## config.mk

```make
export PLATFORM = sky130hd
export DESIGN_NAME = flashctl_regbank
export DESIGN_NICKNAME = d
export VERILOG_FILES = /design/src/rtl/flashctl_regbank_pkg.sv /design/src/rtl/flashctl_cfg_regs.sv /design/src/rtl/flashctl_irq_ctrl.sv /design/src/rtl/flashctl_rd_mux.sv /design/src/rtl/flashctl_regbank.sv
export SDC_FILE = /design/constraint.sdc
export NUM_CORES = 1
export LEC_CHECK = 0
export BUFFER_PORTS_ARGS = -buffer_cell sky130_fd_sc_hd__buf_2
export CAP_MARGIN = 20
export CORE_MARGIN = 2
export CORE_UTILIZATION = 45
export CTS_BUF_LIST = sky130_fd_sc_hd__clkbuf_8
export DETAILED_ROUTE_END_ITERATION = 8
export GPL_TIMING_DRIVEN = 0
export PLACE_DENSITY = 0.86
export SLEW_MARGIN = 20
export SYNTH_ARGS = -nofsm -noshare
export SYNTH_HDL_FRONTEND = slang
export SYNTH_HIERARCHICAL = 1
export SYNTH_SLANG_ARGS = --single-unit
```

## constraint.sdc

```tcl
create_clock -name clk -period 2.2 [get_ports clk]
set_input_delay 0.11 -clock clk [delete_from_list [all_inputs] [get_ports clk]]
set_output_delay 0.11 -clock clk [all_outputs]
set_load 0.01 [all_outputs]
```

## src/rtl/flashctl_regbank_pkg.sv

```systemverilog
// Shared widths, word offsets and configuration field positions for the
// flash controller register bank.
package flashctl_regbank_pkg;
    localparam int DATA_W  = 32;
    localparam int ADDR_W  = 8;
    localparam int IRQ_W   = 7;
    localparam int CNT_W   = 8;
    localparam int WIDX_W  = ADDR_W - 2;

    // word indices (byte address >> 2)
    localparam logic [WIDX_W-1:0] W_CFG  = 6'h00;
    localparam logic [WIDX_W-1:0] W_STAT = 6'h01;
    localparam logic [WIDX_W-1:0] W_IEN  = 6'h02;
    localparam logic [WIDX_W-1:0] W_IDIS = 6'h03;
    localparam logic [WIDX_W-1:0] W_MASK = 6'h04;
    localparam logic [WIDX_W-1:0] W_ENA  = 6'h05;
    localparam logic [WIDX_W-1:0] W_TXD  = 6'h07;
    localparam logic [WIDX_W-1:0] W_RXD  = 6'h08;
    localparam logic [WIDX_W-1:0] W_IDLE = 6'h09;
    localparam logic [WIDX_W-1:0] W_TTHR = 6'h0A;
    localparam logic [WIDX_W-1:0] W_RTHR = 6'h0B;
    localparam logic [WIDX_W-1:0] W_ID   = 6'h3F;

    // configuration fields
    localparam int CFG_MSTART_BIT = 16;
    localparam int CFG_MFGEN_BIT  = 17;
    localparam int CFG_ENDIAN_BIT = 26;
    localparam logic [DATA_W-1:0] CFG_KEEP  = 32'h0402_FFFF;
    localparam logic [DATA_W-1:0] CFG_RESET = 32'h0000_0001 << CFG_MFGEN_BIT;

    localparam logic [DATA_W-1:0] ID_VALUE = 32'h0109_0106;
    localparam logic [DATA_W-1:0] ID_MASK  = 32'h01FF_FFFF;
    localparam logic [CNT_W-1:0]  IDLE_RESET = 8'hFF;
    localparam logic [CNT_W-1:0]  THR_RESET  = 8'h01;
endpackage

```

## src/rtl/flashctl_cfg_regs.sv

```systemverilog
// Configuration, enable, idle count and threshold registers.
// Assumes: wr_en is a one-cycle write strobe; widx is the decoded word index.
module flashctl_cfg_regs
    import flashctl_regbank_pkg::*;
#(
    parameter int DW = DATA_W,
    parameter int CW = CNT_W
) (
    input  logic              clk,
    input  logic              rst_n,
    input  logic              wr_en,
    input  logic [WIDX_W-1:0] widx,
    input  logic [DW-1:0]     wdata,
    output logic [DW-1:0]     cfg_q,
    output logic              ena_q,
    output logic [CW-1:0]     idle_q,
    output logic [CW-1:0]     tthr_q,
    output logic [CW-1:0]     rthr_q,
    output logic              man_start
);
    // Storage update on writes; the manual-start bit is never stored.
    always_ff @(posedge clk) begin
        if (!rst_n) begin
            cfg_q  <= CFG_RESET;
            ena_q  <= 1'b0;
            idle_q <= IDLE_RESET;
            tthr_q <= THR_RESET;
            rthr_q <= THR_RESET;
        end else if (wr_en) begin
            case (widx)
                W_CFG:  cfg_q  <= wdata & CFG_KEEP;
                W_ENA:  ena_q  <= wdata[0];
                W_IDLE: idle_q <= wdata[CW-1:0];
                W_TTHR: tthr_q <= wdata[CW-1:0];
                W_RTHR: rthr_q <= wdata[CW-1:0];
                default: ;
            endcase
        end
    end

    // One-cycle manual start strobe on a config write with bit 16 set.
    always_comb man_start = wr_en && (widx == W_CFG) && wdata[CFG_MSTART_BIT];
endmodule

```

## src/rtl/flashctl_irq_ctrl.sv

```systemverilog
// Sticky interrupt status, mask set/clear and interrupt output.
// Assumes: evt_in bits are single-cycle pulses; rd_clr is high for the one
// cycle of a status read. A same-cycle event survives the clear.
module flashctl_irq_ctrl
    import flashctl_regbank_pkg::*;
#(
    parameter int IW = IRQ_W
) (
    input  logic          clk,
    input  logic          rst_n,
    input  logic          set_en,
    input  logic          clr_en,
    input  logic [IW-1:0] wbits,
    input  logic          rd_clr,
    input  logic [IW-1:0] evt_in,
    output logic [IW-1:0] status_q,
    output logic [IW-1:0] mask_q,
    output logic          irq
);
    // Status: clear on read, then merge new events.
    always_ff @(posedge clk) begin
        if (!rst_n) status_q <= '0;
        else        status_q <= (rd_clr ? '0 : status_q) | evt_in;
    end

    // Mask: enable-writes set bits, disable-writes clear bits.
    always_ff @(posedge clk) begin
        if (!rst_n)      mask_q <= '0;
        else if (set_en) mask_q <= mask_q | wbits;
        else if (clr_en) mask_q <= mask_q & ~wbits;
    end

    // Interrupt request from enabled pending bits.
    always_comb irq = |(status_q & mask_q);


    status_clear_chk: assert property (@(posedge clk) disable iff (!rst_n)
        $past(rst_n) && $past(rd_clr) |-> status_q == $past(evt_in));


    sticky_evt_chk: assert property (@(posedge clk) disable iff (!rst_n)
        $past(rst_n) |-> (status_q & $past(evt_in)) == $past(evt_in));


    mask_set_chk: assert property (@(posedge clk) disable iff (!rst_n)
        $past(rst_n) && $past(set_en) |-> (mask_q & $past(wbits)) == $past(wbits));
endmodule

```

## src/rtl/flashctl_rd_mux.sv

```systemverilog
// Read-data selection with per-register masks and RX byte-order select.
// Assumes: all inputs are register outputs or the FIFO head word.
module flashctl_rd_mux
    import flashctl_regbank_pkg::*;
#(
    parameter int DW = DATA_W,
    parameter int IW = IRQ_W,
    parameter int CW = CNT_W
) (
    input  logic              clk,
    input  logic              rst_n,
    input  logic              rd_en,
    input  logic [WIDX_W-1:0] widx,
    input  logic [DW-1:0]     cfg_q,
    input  logic              ena_q,
    input  logic [CW-1:0]     idle_q,
    input  logic [CW-1:0]     tthr_q,
    input  logic [CW-1:0]     rthr_q,
    input  logic [IW-1:0]     status_q,
    input  logic [IW-1:0]     mask_q,
    input  logic [DW-1:0]     rx_word,
    output logic [DW-1:0]     rdata
);
    localparam int NBYTES = DW / 8;
    logic [DW-1:0] rx_rev;

    // Byte-reversed view of the receive word.
    for (genvar g = 0; g < NBYTES; g++) begin : g_swap
        assign rx_rev[8*g +: 8] = rx_word[8*(NBYTES-1-g) +: 8];
    end

    // Masked register select; write-only and unmapped words return zero.
    always_comb begin
        rdata = '0;
        if (rd_en) begin
            case (widx)
                W_CFG:  rdata = cfg_q & CFG_KEEP & ~(DW'(1) << CFG_MSTART_BIT);
                W_STAT: rdata = DW'(status_q);
                W_MASK: rdata = DW'(mask_q);
                W_ENA:  rdata = DW'(ena_q);
                W_RXD:  rdata = cfg_q[CFG_ENDIAN_BIT] ? rx_rev : rx_word;
                W_IDLE: rdata = DW'(idle_q);
                W_TTHR: rdata = DW'(tthr_q);
                W_RTHR: rdata = DW'(rthr_q);
                W_ID:   rdata = ID_VALUE & ID_MASK;
                default: rdata = '0;
            endcase
        end
    end


    wo_zero_chk: assert property (@(posedge clk) disable iff (!rst_n)
        rd_en && (widx == W_IEN || widx == W_IDIS || widx == W_TXD) |-> rdata == '0);


    id_read_chk: assert property (@(posedge clk) disable iff (!rst_n)
        rd_en && widx == W_ID |-> rdata == 32'h0109_0106);
endmodule

```

## src/rtl/flashctl_regbank.sv

```systemverilog
// Top of the flash controller register bank: address decode and wiring.
// Assumes: one access per bus_en cycle; read data is used in that cycle.
module flashctl_regbank
    import flashctl_regbank_pkg::*;
(
    input  logic              clk,
    input  logic              rst_n,
    input  logic              bus_en,
    input  logic              bus_we,
    input  logic [ADDR_W-1:0] bus_addr,
    input  logic [DATA_W-1:0] bus_wdata,
    output logic [DATA_W-1:0] bus_rdata,
    input  logic [DATA_W-1:0] rx_word,
    input  logic [IRQ_W-1:0]  evt_in,
    output logic [DATA_W-1:0] cfg_out,
    output logic              enable_out,
    output logic [CNT_W-1:0]  idle_cnt,
    output logic [CNT_W-1:0]  tx_thr,
    output logic [CNT_W-1:0]  rx_thr,
    output logic              man_start,
    output logic              tx_push,
    output logic [DATA_W-1:0] tx_data,
    output logic              rx_pop,
    output logic              irq
);
    logic [WIDX_W-1:0] widx;
    logic              wr_en, rd_en;
    logic [IRQ_W-1:0]  status_q, mask_q;

    // Access decode.
    always_comb begin
        widx    = bus_addr[ADDR_W-1:2];
        wr_en   = bus_en && bus_we;
        rd_en   = bus_en && !bus_we;
        tx_push = wr_en && (widx == W_TXD);
        tx_data = bus_wdata;
        rx_pop  = rd_en && (widx == W_RXD);
    end

    flashctl_cfg_regs u_cfg (
        .clk(clk), .rst_n(rst_n), .wr_en(wr_en), .widx(widx), .wdata(bus_wdata),
        .cfg_q(cfg_out), .ena_q(enable_out), .idle_q(idle_cnt),
        .tthr_q(tx_thr), .rthr_q(rx_thr), .man_start(man_start)
    );

    flashctl_irq_ctrl u_irq (
        .clk(clk), .rst_n(rst_n),
        .set_en(wr_en && widx == W_IEN), .clr_en(wr_en && widx == W_IDIS),
        .wbits(bus_wdata[IRQ_W-1:0]), .rd_clr(rd_en && widx == W_STAT),
        .evt_in(evt_in), .status_q(status_q), .mask_q(mask_q), .irq(irq)
    );

    flashctl_rd_mux u_mux (
        .clk(clk), .rst_n(rst_n), .rd_en(rd_en), .widx(widx),
        .cfg_q(cfg_out), .ena_q(enable_out), .idle_q(idle_cnt),
        .tthr_q(tx_thr), .rthr_q(rx_thr), .status_q(status_q), .mask_q(mask_q),
        .rx_word(rx_word), .rdata(bus_rdata)
    );
endmodule

```

* Yosys cells after proc, flatten, opt, wreduce, memory -nomap -nowiden
Index checks and enable logic that the tools add are counted.
** Cells by class
- Equality and inequality tests :: 11
- Multiplexer cells :: 6
- Bitwise gates (word level) :: 5
- Reduce and logical (&&, ||, !) cells :: 18
** Operators with widths (number)
- case mux 32 bit (9 select lines) :: 1
- 2-to-1 mux 32 bit :: 2
- equality test 6 x 4 -> 1 bit, second input constant :: 4
- 2-to-1 mux 7 bit :: 3
- equality test 6 x 3 -> 1 bit, second input constant :: 3
- AND 7 bit :: 2
- OR 7 bit :: 2
- equality test 6 x 2 -> 1 bit, second input constant :: 2
- AND reduction 2 bit :: 5
- logical AND 1 bit :: 9
- NOT 7 bit :: 1
- OR reduction 7 bit :: 1
- equality test 6 x 1 -> 1 bit, second input constant :: 1
- equality test 6 bit, second input constant :: 1
- logical NOT 6 bit :: 1
- nonzero test 2 bit :: 1
- logical NOT 1 bit :: 1
** Word-level totals
- Bits in registers :: 57
- Input port bits :: 83
- Logic and storage cells :: 47

* Depth between registers and ports, before layout
- Depth in word-level cells :: 5
- Depth in mapped cells :: 7
- Mapped depth without buffers :: 4

* Cells and area by module
The synthesis kept the hierarchy.
** Modules (own cells, without submodules)
- flashctl_cfg_regs :: instances 1, cells an instance 194, area an instance 1871.8 µm², seq. area each 860.8 µm²
- flashctl_rd_mux :: instances 1, cells an instance 164, area an instance 1168.6 µm², seq. area each 0.0 µm²
- flashctl_irq_ctrl :: instances 1, cells an instance 54, area an instance 581.8 µm², seq. area each 280.3 µm²
- flashctl_regbank :: instances 1, cells an instance 45, area an instance 327.8 µm², seq. area each 0.0 µm²

* Least setup slack after synthesis
OpenSTA, ideal clock, no wires.
- Path type :: flip-flop to output port
- Start point :: register u_cfg.cfg_q[26]
- End point :: output bus_rdata[3]
- Arrival :: 1.624 ns
- Required time :: 2.090 ns
- Path slack :: 0.466 ns
- Stages on the path, launching flop included :: 6
- Path buffers :: 1
- Path through :: dfxtp_1 -> buf_2 -> mux2_2 -> mux4_2 -> a222oi_1 -> nor2_1
** On the way
- Word-level cells in the longest chain between the ends :: 3
** RTL lines
- from (decl) :: line flashctl_cfg_regs.sv:14 : output logic [DW-1:0] cfg_q,
- from (signal assigned) :: line flashctl_cfg_regs.sv:31 : W_CFG: cfg_q <= wdata & CFG_KEEP;
- 2-to-1 mux 32 bit :: line flashctl_rd_mux.sv:41 : W_RXD: rdata = cfg_q[CFG_ENDIAN_BIT] ? rx_rev : rx_word;
- case mux 32 bit (9 select lines) :: line flashctl_rd_mux.sv:36 : case (widx)
- 2-to-1 mux 32 bit :: line flashctl_rd_mux.sv:35 : if (rd_en) begin
- to (decl) :: line flashctl_regbank.sv:12 : output logic [DATA_W-1:0] bus_rdata,
No other way between the ends.

* Final worst setup path
Same ends and word-level chain as after synthesis.

==> out/results.txt <==
Outcome - completed
Initial Util - 45.7%
Sinks on Clock Net - 57
Hold Path End - u_cfg/cfg_q[8]
Setup Skew - 0 ns
DR pass1 iterations - 6
Yosys top cell by area - dfxtp_1
Register area - 0.00114 mm²
Bufs on Longest Clock Path - 2
Worst-Skew Late Latency - 0.34 ns
Dpl hpwl - 10.2 mm
H-tree Lvls - 3
Final worst setup slack - 0.0988 ns
Ports - 208
Clk root buf - clkbuf_8
Hold_sp - bus_wdata[8]
CP Launch Type - flip-flop
Fin crit share - 95.5%
Hold Path Class - in -> reg
Total CTS buffers - 9
Multi-input gate area in the final layout - 0.00237 mm²
Die Area - 0.00954 mm²
Critical Path RT - 2.09 ns
Reg2reg setup slack - 1.31 ns
Min cycle time layout - 2.10 ns
Number of enable flip-flop cells after synthesis - 0
Width of the chip - 97.7 µm
Post-synthesis cell count - 457
Synth unique cells - 53
DP Worst Slack - -0.174 ns
Via density - 5.60
Final Power - 2.56 mW
GRT overflow - 0
YS warnings - 6
Avg Cell Area, Syn - 8.64 µm²
Fraction of registers with async set/reset - 0%
Post-route DRC - 0
Worst Path Arrival - 1.99 ns
Initial antenna violation count - 0
Power density cells - 477 mW/mm²
Max VDD drop - 0.272 mV
Non-filler cells, final - 781
Hold-critical path depth - 3
R2R depth - 2
Mapped Area - 0.00395 mm²
Vias in the first global route - 4,166
Max Freq - 476 MHz
Leak - 2.45 nW
Die Span Y - 97.7 µm
Final Setup Violations - 0
DP Cell Count - 756
Top_reg_cell synth - dfxtp_1
Clock Pin Slew Worst Setup and Hold Paths - 0.06 ns
Layout cells sized above 1 - 45.6%
Placer Congestion - 0.933
Worst-Margin Slew - 0.949 ns
Largest net degree at the start of global routing - 15
Final net count - 751
Ant. Diodes - 0
Final instance area - 0.00537 mm²
Drt first-iter violations - 547
Max-cap violations - 0
Final Max Tran Viols - 0
Core Rows - 34
Area grow syn2layout - 36.0%
Vias - 4,377
First-pass GRT wire length - 21.2 mm
Detailed Route WL - 13.8 mm
CTS tree - done
Share of the synthesized area in the top cell type - 28.9%
Crit path capture type - output pin
CP Class - reg -> out
Placement Cell Area - 0.00502 mm²
Synth top area cells - dfxtp_1 29%, mux2i_1 16%, buf_4 9.1%
Core Area - 0.00864 mm²
Register area share after synthesis - 28.9%
Fillers - 738
CP max FO - 4
Buffers on Ports - 178
Number of synthesized register bits - 57
Unrepaired setup endpoints after global routing - no
Slew HR - 36.2%
Final Hold Vio Count - 0
Post-Route Setup TNS - 0 ns
Antenna viol nets, final - 0
Wire length per cell - 17.7 µm
GRT Util Overall - 27.9%
## worst max path at each step
stage                               start           end
after floorplan           u_cfg/cfg_q[26]  bus_rdata[3]
after global placement        bus_addr[2]  bus_rdata[0]
after detailed placement      bus_addr[2]  bus_rdata[0]
after CTS                 u_cfg/cfg_q[26]  bus_rdata[3]
after global routing          bus_addr[2]  bus_rdata[1]
final                     u_cfg/cfg_q[26]  bus_rdata[3]
## area by class of cell
cell class	count	share of cell area [%]
Clock buffer	14	3.59
Timing Repair Buffer	188	18.3
Clock inverter	2	0.629
Buffer	75	9.57
Tap cell	108	2.52
Sequential cell	57	21.3
Multi-Input combinational cell	337	44.1
## power by group
| group | internal, mW | leakage [nW] | total, mW | switching (mW) |
|---|---|---|---|---|
| Sequential | 1.04 | 0.463 | 1.05 | 0.0117 |
| Clock | 0.674 | 0.120 | 1.08 | 0.411 |
| Combinational | 0.206 | 1.86 | 0.425 | 0.219 |
## what timing repair did
action	in CTS	in global routing
gates resized for setup	8	10
hold buffers	7	0
buffers inserted	3	0
pin swaps	2	2
hold endpoints to repair	7	0
setup endpoints to repair	23	14
## Yosys cell counts (all sizes together), types with 2 or more instances
cell type and count:
nor2b 30, o2bb2ai 3, nor2 35, nand2 69, dfxtp 57, o21ai 7, a21boi 7, nor4b 2
a221oi 5, nor3b 3, nor3 12, nor4 3, buf 63, and3 3, nand4 2, a21bo 7
mux2i 63, o21a 7, a222oi 3, mux4 2, mux2 20, nand3 2, or4 2, a21oi 9
clkbuf 13, a22oi 10, or3 2, and2 2
## cells in the final DEF, fill, tap and decap left out, types with 3 or more instances in the layout
cell type and n:
nor3b_1 3, conb_1 14, a21boi_2 5, o21a_1 7, o21ai_0 7, mux2i_1 63
nor3_1 9, o2bb2ai_1 3, a22oi_1 10, a21oi_1 9, nand2_1 69, a221oi_1 5
nor2b_1 30, buf_2 187, nor4_1 3, nor2_1 33, buf_4 51, dlygate4sd3_1 7
a21bo_2 7, clkbuf_1 10, mux2_2 18, a222oi_1 3, dfxtp_1 56, clkbuf_8 14
## through the flow
stage	hold WS, ns	utilization, %
2_1_floorplan	0.234	-
3_3_place_gp	0.324	58.2
3_5_place_dp	0.328	58.2
4_1_cts	0.00926	62.1
5_1_grt	0.00966	62.2
6_report	0.0183	62.2
## critical path, stage by stage, from the launching register on
cell and delay [ns]:
dfxtp_4 0.36, mux2_4 0.32, mux4_2 0.47, a222oi_1 0.24, nor2_1 0.10, buf_2 0.15
## layer usage
| metal | up-vias | wire length (µm) | GRT usage, % |
|---|---|---|---|
| met5 | - | 0 | 0 |
| met4 | 0 | 515 | 15.2 |
| met3 | 65 | 1500 | 4.82 |
| met2 | 329 | 6730 | 46.9 |
| met1 | 2019 | 5100 | 33.9 |
| li1 | 1964 | - | - |
## logic make-up (layout without fill, tap and decap cells)
logic type	Yosys count	after routing	synth area share, %
AO/OA/AOI/OAI	63	63	12.4
buffers and inverters	76	279	12.9
flip-flops	57	57	28.9
multiplexers	85	85	22.8
other	1	14	0.0949
AND/OR/NAND/NOR	175	175	22.9
(Power assumes the default switching activity.)
